===== config.mk =====
export PLATFORM = sky130hd
export DESIGN_NAME = ccd_line_timer
export DESIGN_NICKNAME = d
export VERILOG_FILES = /design/src/rtl/ccd_timer_pkg.sv /design/src/rtl/ccd_cfg_check.sv /design/src/rtl/ccd_px_classifier.sv /design/src/rtl/ccd_line_timer.sv
export SDC_FILE = /design/constraint.sdc
export NUM_CORES = 1
export LEC_CHECK = 0
export BUFFER_PORTS_ARGS = -buffer_cell sky130_fd_sc_hd__buf_2
export CAP_MARGIN = 20
export CORE_ASPECT_RATIO = 2
export CORE_MARGIN = 2
export CORE_UTILIZATION = 55
export CTS_CLUSTER_DIAMETER = 30
export DETAILED_ROUTE_END_ITERATION = 7
export PLACE_DENSITY_LB_ADDON = 0.25
export SYNTH_ARGS = -nofsm -noshare
export SYNTH_HDL_FRONTEND = slang
export SYNTH_SLANG_ARGS = --single-unit
export TNS_END_PERCENT = 10

===== constraint.sdc =====
create_clock -name clk -period 9.6 [get_ports clk]
set_input_delay 2.4 -clock clk [delete_from_list [all_inputs] [get_ports clk]]
set_output_delay 2.4 -clock clk [all_outputs]
set_load 0.005 [all_outputs]

===== src/rtl/ccd_timer_pkg.sv =====
package ccd_timer_pkg;

    typedef enum logic [2:0] {
        ST_IDLE  = 3'd0,
        ST_PRE   = 3'd1,
        ST_GATE  = 3'd2,
        ST_POST  = 3'd3,
        ST_LINE  = 3'd4,
        ST_EXTRA = 3'd5
    } seq_state_e;

    typedef enum logic [1:0] {
        PX_DUMMY     = 2'd0,
        PX_BLACK     = 2'd1,
        PX_EFFECTIVE = 2'd2,
        PX_TRAIL     = 2'd3
    } px_class_e;

endpackage


===== src/rtl/ccd_cfg_check.sv =====
module ccd_cfg_check #(
    parameter int CLK_NS        = 20,
    parameter int MIN_PERIOD_NS = 200,
    parameter int MIN_HOLD_NS   = 500,
    parameter int SETTLE_NS     = 110,
    parameter int CW            = 8,
    parameter int GW            = 8
) (
    input  logic [CW-1:0] hi,
    input  logic [CW-1:0] lo,
    input  logic [CW-1:0] dly,
    input  logic [GW-1:0] guard,
    input  logic [GW-1:0] gate,
    output logic          ok
);
    localparam int MIN_PER_CLKS  = (MIN_PERIOD_NS + CLK_NS - 1) / CLK_NS;
    localparam int MIN_HOLD_CLKS = (MIN_HOLD_NS + CLK_NS - 1) / CLK_NS;
    localparam int MIN_DLY_CLKS  = SETTLE_NS / CLK_NS + 1;
    localparam int WW            = CW + 5;

    logic [WW-1:0] per_w;
    logic [WW-1:0] hi_x10;
    logic          rate_ok, duty_ok, dly_ok, hold_ok;

    always_comb begin
        per_w   = WW'(hi) + WW'(lo);
        hi_x10  = WW'(hi) * WW'(10);
        rate_ok = per_w >= WW'(MIN_PER_CLKS);
        duty_ok = (hi_x10 >= per_w * WW'(4)) && (hi_x10 <= per_w * WW'(6));
        dly_ok  = (WW'(dly) >= WW'(MIN_DLY_CLKS)) && (WW'(dly) < per_w);
        hold_ok = (int'(guard) >= MIN_HOLD_CLKS) && (int'(gate) >= MIN_HOLD_CLKS);
        ok      = rate_ok && duty_ok && dly_ok && hold_ok;
    end

endmodule


===== src/rtl/ccd_px_classifier.sv =====
module ccd_px_classifier
    import ccd_timer_pkg::*;
#(
    parameter int N_LEAD      = 33,
    parameter int BLACK_FIRST = 12,
    parameter int N_BLACK     = 18,
    parameter int N_EFF       = 2048,
    parameter int PIX_W       = 12,
    parameter int EIDX_W      = 11
) (
    input  logic [PIX_W-1:0]  pix,
    output px_class_e         cls,
    output logic [EIDX_W-1:0] idx
);
    localparam int EFF_END = N_LEAD + N_EFF;

    logic in_black;

    generate
        if (N_BLACK > 0) begin : g_black
            assign in_black = (pix >= PIX_W'(BLACK_FIRST)) &&
                              (pix <  PIX_W'(BLACK_FIRST + N_BLACK));
        end else begin : g_no_black
            assign in_black = 1'b0;
        end
    endgenerate

    always_comb begin
        cls = PX_DUMMY;
        idx = '0;
        if (pix < PIX_W'(N_LEAD)) begin
            cls = in_black ? PX_BLACK : PX_DUMMY;
        end else if (pix < PIX_W'(EFF_END)) begin
            cls = PX_EFFECTIVE;
            idx = EIDX_W'(pix - PIX_W'(N_LEAD));
        end else begin
            cls = PX_TRAIL;
        end
    end

endmodule


===== src/rtl/ccd_line_timer.sv =====
module ccd_line_timer
    import ccd_timer_pkg::*;
#(
    parameter int CLK_NS        = 20,
    parameter int MIN_PERIOD_NS = 200,
    parameter int MIN_HOLD_NS   = 500,
    parameter int SETTLE_NS     = 110,
    parameter int N_LEAD        = 33,
    parameter int BLACK_FIRST   = 12,
    parameter int N_BLACK       = 18,
    parameter int N_EFF         = 2048,
    parameter int N_TRAIL       = 6,
    parameter int CW            = 8,
    parameter int GW            = 8,
    parameter int XW            = 16
) (
    input  logic                     clk,
    input  logic                     rst_n,
    input  logic                     enable,
    input  logic [CW-1:0]            cfg_hi,
    input  logic [CW-1:0]            cfg_lo,
    input  logic [CW-1:0]            cfg_dly,
    input  logic [GW-1:0]            cfg_guard,
    input  logic [GW-1:0]            cfg_gate,
    input  logic [XW-1:0]            cfg_extra,
    output logic                     sclk_o,
    output logic                     gate_o,
    output logic                     sample_o,
    output logic                     line_start_o,
    output logic                     px_active_o,
    output logic [1:0]               px_class_o,
    output logic [$clog2(N_EFF)-1:0] px_index_o
);
    localparam int N_TOTAL = N_LEAD + N_EFF + N_TRAIL;
    localparam int PIX_W   = $clog2(N_TOTAL);
    localparam int EIDX_W  = $clog2(N_EFF);
    localparam int PW      = CW + 1;
    localparam int CNT_W   = (XW > GW) ? XW : GW;

    typedef struct packed {
        seq_state_e       st;
        logic [CNT_W-1:0] cnt;
        logic [PW-1:0]    ph;
        logic [PIX_W-1:0] pix;
        logic [CW-1:0]    hi;
        logic [CW-1:0]    lo;
        logic [CW-1:0]    dly;
        logic [GW-1:0]    guard;
        logic [GW-1:0]    gate;
        logic [XW-1:0]    extra;
    } seq_t;

    typedef struct packed {
        logic              sclk;
        logic              gate;
        logic              strobe;
        logic              lstart;
        logic              active;
        px_class_e         cls;
        logic [EIDX_W-1:0] idx;
    } out_t;

    seq_t sq, sn;
    out_t oq, on;

    logic              cfg_ok;
    logic              go;
    logic [PW-1:0]     per_m1;
    px_class_e         cls_n;
    logic [EIDX_W-1:0] idx_n;

    ccd_cfg_check #(
        .CLK_NS       (CLK_NS),
        .MIN_PERIOD_NS(MIN_PERIOD_NS),
        .MIN_HOLD_NS  (MIN_HOLD_NS),
        .SETTLE_NS    (SETTLE_NS),
        .CW           (CW),
        .GW           (GW)
    ) u_cfg_check (
        .hi   (cfg_hi),
        .lo   (cfg_lo),
        .dly  (cfg_dly),
        .guard(cfg_guard),
        .gate (cfg_gate),
        .ok   (cfg_ok)
    );

    // Sequencer: next state of the line cycle
    always_comb begin
        sn     = sq;
        go     = 1'b0;
        per_m1 = {1'b0, sq.hi} + {1'b0, sq.lo} - PW'(1);
        unique case (sq.st)
            ST_IDLE: go = 1'b1;
            ST_PRE: begin
                if (sq.cnt == '0) begin
                    sn.st  = ST_GATE;
                    sn.cnt = CNT_W'(sq.gate) - CNT_W'(1);
                end else begin
                    sn.cnt = sq.cnt - CNT_W'(1);
                end
            end
            ST_GATE: begin
                if (sq.cnt == '0) begin
                    sn.st  = ST_POST;
                    sn.cnt = CNT_W'(sq.guard) - CNT_W'(1);
                end else begin
                    sn.cnt = sq.cnt - CNT_W'(1);
                end
            end
            ST_POST: begin
                if (sq.cnt == '0) begin
                    sn.st  = ST_LINE;
                    sn.ph  = '0;
                    sn.pix = '0;
                end else begin
                    sn.cnt = sq.cnt - CNT_W'(1);
                end
            end
            ST_LINE: begin
                if (sq.ph == per_m1) begin
                    sn.ph = '0;
                    if (sq.pix == PIX_W'(N_TOTAL - 1)) begin
                        if (sq.extra == '0) begin
                            go = 1'b1;
                        end else begin
                            sn.st  = ST_EXTRA;
                            sn.cnt = CNT_W'(sq.extra) - CNT_W'(1);
                        end
                    end else begin
                        sn.pix = sq.pix + PIX_W'(1);
                    end
                end else begin
                    sn.ph = sq.ph + PW'(1);
                end
            end
            ST_EXTRA: begin
                if (sq.cnt == '0) begin
                    go = 1'b1;
                end else begin
                    sn.cnt = sq.cnt - CNT_W'(1);
                end
            end
            default: sn.st = ST_IDLE;
        endcase

        // Decision point: start a new line sequence or rest
        if (go) begin
            if (enable && cfg_ok) begin
                sn.st    = ST_PRE;
                sn.cnt   = CNT_W'(cfg_guard) - CNT_W'(1);
                sn.hi    = cfg_hi;
                sn.lo    = cfg_lo;
                sn.dly   = cfg_dly;
                sn.guard = cfg_guard;
                sn.gate  = cfg_gate;
                sn.extra = cfg_extra;
            end else begin
                sn.st = ST_IDLE;
            end
        end
    end

    ccd_px_classifier #(
        .N_LEAD     (N_LEAD),
        .BLACK_FIRST(BLACK_FIRST),
        .N_BLACK    (N_BLACK),
        .N_EFF      (N_EFF),
        .PIX_W      (PIX_W),
        .EIDX_W     (EIDX_W)
    ) u_classifier (
        .pix(sn.pix),
        .cls(cls_n),
        .idx(idx_n)
    );

    // Output decode from the next state, so outputs are registered
    always_comb begin
        on        = '0;
        on.active = (sn.st == ST_LINE);
        on.sclk   = on.active && (sn.ph < {1'b0, sn.hi});
        on.strobe = on.active && (sn.ph == {1'b0, sn.dly});
        on.gate   = (sn.st == ST_GATE);
        on.lstart = (sq.st == ST_GATE) && (sn.st == ST_POST);
        on.cls    = on.active ? cls_n : PX_DUMMY;
        on.idx    = (on.active && cls_n == PX_EFFECTIVE) ? idx_n : '0;
    end

    always_ff @(posedge clk or negedge rst_n) begin
        if (!rst_n) begin
            sq <= '0;
            oq <= '0;
        end else begin
            sq <= sn;
            oq <= on;
        end
    end

    assign sclk_o       = oq.sclk;
    assign gate_o       = oq.gate;
    assign sample_o     = oq.strobe;
    assign line_start_o = oq.lstart;
    assign px_active_o  = oq.active;
    assign px_class_o   = oq.cls;
    assign px_index_o   = oq.idx;

endmodule


; ---- Word-level counts from Yosys, hierarchy flattened
; Index checks and enable logic that the tools add are counted.
; Widths: inputs -> output; s select.
[word_totals]
inputBits = 59
ff_bits = 114
wordCells = 105
out_inout_bits = 18
[classes]
n_reduce_logical = 18
muxes = 33
addsub = 11
n_mul = 2
eq_ne = 12
order_cmp = 12
[op_table]
columns = op, count
row1 = $mux 56, 2
row2 = $mux 19, 4
row3 = $mux 16, 4
row4 = $pmux 16 s4, 1
row5 = $pmux 21 s2, 1
row6 = $mux 11, 3
row7 = $logic_not 16->1, 2
row8 = $sub 16x1->16 const B, 2
row9 = $sub 8x1->9 const B, 3
row10 = $mux 12, 2
row11 = $mux 21, 1
row12 = $add 8x8->9, 2
row13 = $ge 8x5->1 const B, 2
row14 = $pmux 3 s5, 1
row15 = $ge 12x13->1, 1
row16 = $ge 13x4->1 const B, 1
row17 = $le 12x13->1, 1
row18 = $lt 8x13->1, 1
row19 = $mul 13x2->12 const B, 1
row20 = $add 12x1->12 const B, 1
row21 = $eq 12x12->1 const B, 1
row22 = $eq 3x2->1 const B, 4
row23 = $ge 12x4->1 const B, 1
row24 = $logic_and 1x1->1, 12
row25 = other kinds (22), 34

; ---- Depth between registers and ports, before layout
[depth]
word_depth = 13
ltp_mapped = 31
depth_no_buf = 28

; ---- Hierarchy
; A second synthesis with hierarchy kept.
[hier_totals]
cells_unflattened = 1045
hier_area_um2 = 9072.5
[by_module_without_submodules]
columns = mod, seq_area_each_um2, instances, area_each_um2, cells_per_inst
row1 = ccd_line_timer, 2852.7, 1, 6977.9, 777
row2 = ccd_cfg_check, 0.0, 1, 1704.1, 212
row3 = ccd_px_classifier, 0.0, 1, 390.4, 56

; ---- Worst setup path before layout
; Ideal clock, no wire load.
[synth_path]
path_kind = input port to flip-flop
startpoint = input port cfg_hi[0]
endpoint = register oq (netlist bit sclk_o)
arrival_time_ns = 7.779
path_slack_ns = 1.733
path_buffers = 3
cell_stages = 27
path_cell_list = ha_1 fa_1 a21o_1 a31o_2 o311a_1 or2_2 ha_1 a21oi_1 xnor2_1 ha_1 a21o_1 a21oi_1 o21ai_0 o31ai_1 nand4b_1 a211oi_1 and4_1 buf_2 buf_2 buf_2 mux2i_1 ha_1 a21o_1 a21o_1 a21oi_1 o21ai_0 a41oi_1
[synth_lines]
columns = element, line_no
row1 = start: declaration, ccd_line_timer.sv:20  ; input logic [CW-1:0] cfg_hi,
row2 = end signal: assignment, ccd_line_timer.sv:195  ; oq <= on;
row3 = end: declaration, ccd_line_timer.sv:64  ; out_t oq, on;

==> summary by stage <==
Setup path
The endpoint class of the critical path is a register. The critical path launch point type is an input pin. The required time of the worst setup path is 9.94 ns. The critical-path maximum fanout is 29. Data on the critical path arrives at its endpoint at 8.38 ns.

The worst setup path is of the in -> reg kind.

Detailed routing
The routed via count is 7669. The pre-antenna-repair detailed-routing pass consisted of 5 iterations. For this block, the routed nets add up to 24100 um of wire. The final antenna-violating net count is 0. After detailed routing, the average wire length per cell comes to 18.8 um. In the routed design, unresolved DRC markers number 0. After the first detailed-routing iteration, the DRC count stood at 382. Dividing the detail-routed via count by the number of cells gives 5.97.

Clock tree
In this run, post-CTS repair resized a total of 0 instances. The maximum level of the CTS H-tree is 4. The number of hold buffers added after CTS was 0. The clock drives 114 sinks. Clock latency on the worst-skew pair, taken at its later pin, is 0.43 ns. The longest clock path from root to sink contains 2 buffers.

The TritonCTS clock tree is yes. The root buffer cell is sky130_fd_sc_hd__clkbuf_16. Buffers added to address setup during post-CTS repair amount to 0. The clock slew seen by the registers of the worst setup and hold paths is 0.06 ns. The number of buffers created by CTS is 17.

GRT
The via count of the first global-routing pass is 7923. Global routing used 29.5% of the available tracks. The first global-routing pass estimated 39200 um of wire. The initial antenna violation count came to 1. Entering global routing, the biggest net connects 67 pins. The total congestion overflow is 0.

Power
Summed over all cells, the static leakage comes to 4.79 nW. Power spread over the standard cell area amounts to 265 nW/um^2. The total power of the final layout is 2.67 mW. The largest voltage drop on the vdd net is 0.174 mV.

Synthesis
The number of warnings printed during yosys synthesis is 0. The cell count after synthesis is 997. The post-synthesis net count is 1148.

The cell taking the most area after synthesis is sky130_fd_sc_hd__dfrtp_1. Of the total synthesized cell area, the portion taken by full adders, half adders and majority gates is 13.4%. Counting flops with an async set or reset pin after synthesis yields a share of 100%. The post-synthesis average cell area is 8.92 um^2.

The portion of synthesized area spent on multiplexers is 6.54%. The mapped netlist covers 8890 um^2. In the post-synthesis netlist, the biggest area contributors are sky130_fd_sc_hd__dfrtp_1 32%, sky130_fd_sc_hd__ha_1 12%, sky130_fd_sc_hd__xnor2_1 6.2%. The top cell type by area accounts for 32.1% of the synthesized area. The most frequent cell after synthesis is sky130_fd_sc_hd__dfrtp_1. The synthesized design contains 114 register bits. By area, the combinational part of the netlist is dominated by simple AND/OR/NAND/NOR gates. The synthesized netlist devotes 9.05% of its cell area to XOR and XNOR gates. For this run, the register share of the synthesized area comes to 32.1%. By count the netlist is led by 114 x sky130_fd_sc_hd__dfrtp_1, 88 x sky130_fd_sc_hd__ha_1, 79 x sky130_fd_sc_hd__inv_1, 79 x sky130_fd_sc_hd__nand2_1, 75 x sky130_fd_sc_hd__nor2_1. The synthesized design contains 0 enable-type register cells. For this run, the leading register cell type out of synthesis is sky130_fd_sc_hd__dfrtp_1. The synthesized netlist devotes 15.4% of its cell area to compound gates. The share of synthesized cell area in and, or, nand and nor gates is 18.6%. The unique cell type count in the Yosys netlist is 80.

Final layout
Cells fill 63.8% of the core in the end. Counting the fill cells in the layout gives 1385. The fraction of layout instances using a drive strength above 1 is 17.6%. At the end of the flow, the number of nets in the layout was 1220. The area added between synthesis and finish is 13.1%.

Timing
The worst setup slack after layout is 1.56 ns. The worst slew margin relative to its limit is 44.9%. The number of max-slew violations in the final report is 0. The total negative setup slack is 0 ns. The setup-violating endpoint count in the final report is 0. Across the routed clock network, the largest skew measured is 0.00885 ns. Timing would allow up to 124 MHz. The minimum period implied by the final worst setup slack is 8.04 ns. The slew of the pin with the lowest slew margin is 0.826 ns. The number of failing hold endpoints at the final stage is 0. Setup repair after global routing left no endpoint under its margin.

The minimum hold slack is 0.511 ns. Of the available clock period, the critical path in the final layout requires 83.8%.

Placed design
At the placement stage, the worst setup path has a slack of 1.17 ns. Detailed placement ended at an HPWL of 18800 um. The count of port buffers added during placement is 76. The congestion estimate from routability-driven global placement came to 0.940.

Floorplanning
Once the floorplan was initialized, standard cells occupied 56.4% of the core. The floorplan step defined a die boundary enclosing 17300 um^2. The number of rows in the core area is 65. The core region is 15800 um^2. Measured along the y axis, the die boundary spans 184 um. The die is 93.9 um wide.

During I/O placement, the number of pins put on the boundary was 77.

Run status
The run finished with clean final reports.

Flow run
Across the run, the number of max-cap violations was 0.

Hold path
The class of the tightest hold or removal check is reg -> reg.
## through the flow
step	instance area, um^2	instances
2_1_floorplan	8890	997
3_3_place_gp	9440	1251
3_5_place_dp	9440	1251
4_1_cts	10100	1283
5_1_grt	10100	1284
6_report	10100	1284
## path summary, 6_finish.rpt
path / start / end / slack [ns] / depth (start not counted)
max: cfg_hi[0] / sclk_o$_DFF_PN0_ / 1.56 / 26
min: sq[33]$_DFF_PN0_ / sq[33]$_DFF_PN0_ / 0.51 / 1
max reg2reg: sq[49]$_DFF_PN0_ / px_index_o[10]$_DFF_PN0_ / 4.49 / 18
min reg2reg: sq[33]$_DFF_PN0_ / sq[33]$_DFF_PN0_ / 0.51 / 1
max in group asynchronous: rst_n / sample_o$_DFF_PN0_ / 6.38 / 2
min in group asynchronous: rst_n / sq[13]$_DFFE_PN0P_ / 2.07 / 1
## critical path, cell delays in order
cell,delay (ns)
sky130_fd_sc_hd__buf_2,0.13
sky130_fd_sc_hd__ha_1,0.23
sky130_fd_sc_hd__fa_1,0.41
sky130_fd_sc_hd__a21o_1,0.21
sky130_fd_sc_hd__a21oi_1,0.18
sky130_fd_sc_hd__xnor2_1,0.36
sky130_fd_sc_hd__ha_1,0.38
sky130_fd_sc_hd__a21oi_1,0.28
sky130_fd_sc_hd__o21ai_0,0.15
sky130_fd_sc_hd__a21oi_1,0.19
sky130_fd_sc_hd__xnor2_1,0.14
sky130_fd_sc_hd__ha_1,0.26
sky130_fd_sc_hd__a21o_1,0.18
sky130_fd_sc_hd__a21oi_1,0.17
sky130_fd_sc_hd__o21ai_0,0.11
sky130_fd_sc_hd__o31ai_1,0.32
sky130_fd_sc_hd__nand4b_1,0.20
sky130_fd_sc_hd__a211oi_1,0.26
sky130_fd_sc_hd__and4_4,0.51
sky130_fd_sc_hd__mux2i_1,0.28
sky130_fd_sc_hd__ha_1,0.28
sky130_fd_sc_hd__a21o_1,0.16
sky130_fd_sc_hd__a21o_1,0.17
sky130_fd_sc_hd__a21oi_1,0.13
sky130_fd_sc_hd__o21ai_0,0.09
sky130_fd_sc_hd__a41oi_1,0.19
## registers in the layout (all words and copies together), names as in the netlist
signal	flops
sclk_o	1
sample_o	1
gate_o	1
px_index_o	11
px_active_o	1
line_start_o	1
sq	96
px_class_o	2
## metal layers
| metal | share of wire, % | wire (um) | vias to the layer above | GRT usage (%) |
|---|---|---|---|---|
| li1 | - | - | 3699 | - |
| met1 | 35 | 8450 | 3628 | 29.8 |
| met2 | 55 | 13300 | 252 | 54.9 |
| met3 | 3.6 | 858 | 90 | 3.69 |
| met4 | 6.3 | 1520 | 0 | 19.8 |
| met5 | 0 | 0 | - | 0 |
## cells in the final DEF (no fill, tap or decap), drive strengths merged, types with 4 or more instances in the layout
master,netlist,layout
dfrtp,114,114
ha,88,88
inv,79,87
nor2,85,85
buf,16,81
nand2,79,79
a21oi,64,64
xnor2,63,63
o21ai,57,57
mux2,38,38
nor3,31,31
nand3,29,29
xor2,28,28
nor4,22,22
clkbuf,12,17
mux2i,15,15
a21o,14,14
and3,10,10
a31oi,9,9
or3,9,9
a211oi,9,9
or2,8,8
a22oi,8,8
nand2b,8,8
nand4,8,8
and2,7,7
o221ai,7,7
nor2b,6,6
o22ai,5,5
o31ai,5,5
clkinv,2,5
nor3b,4,4
or4,4,4
a2111oi,4,4
fa,4,4
## final cells by class
cell class	instances	area (um^2)	share of cell area [%]
flip-flops and latches	114	2850	28.4
inverters	81	304	3.02
clock inverters	15	195	1.94
clock buffers	17	425	4.23
repair buffers	81	420	4.18
multi-input cells	774	5610	55.7
well taps	201	251	2.50
diodes	1	2.50	0.0249
## logic make-up (layout without fill, tap and decap cells)
family                     Yosys count  in the layout
and+or+nand+nor                    323            323
AOI/OAI and AO/OA                  214            214
DFF                                114            114
buffers and inverters              109            194
adders and majority gates           93             93
xor gates and xnor gates            91             91
muxes                               53             53
other                                0              1
## where the power goes
group	leakage [nW]	switching, mW	internal (mW)
Combinational	3.01	0.681	0.545
Clock	0.303	0.255	0.416
Sequential	1.47	0.149	0.621
(Power assumes the default switching activity.)
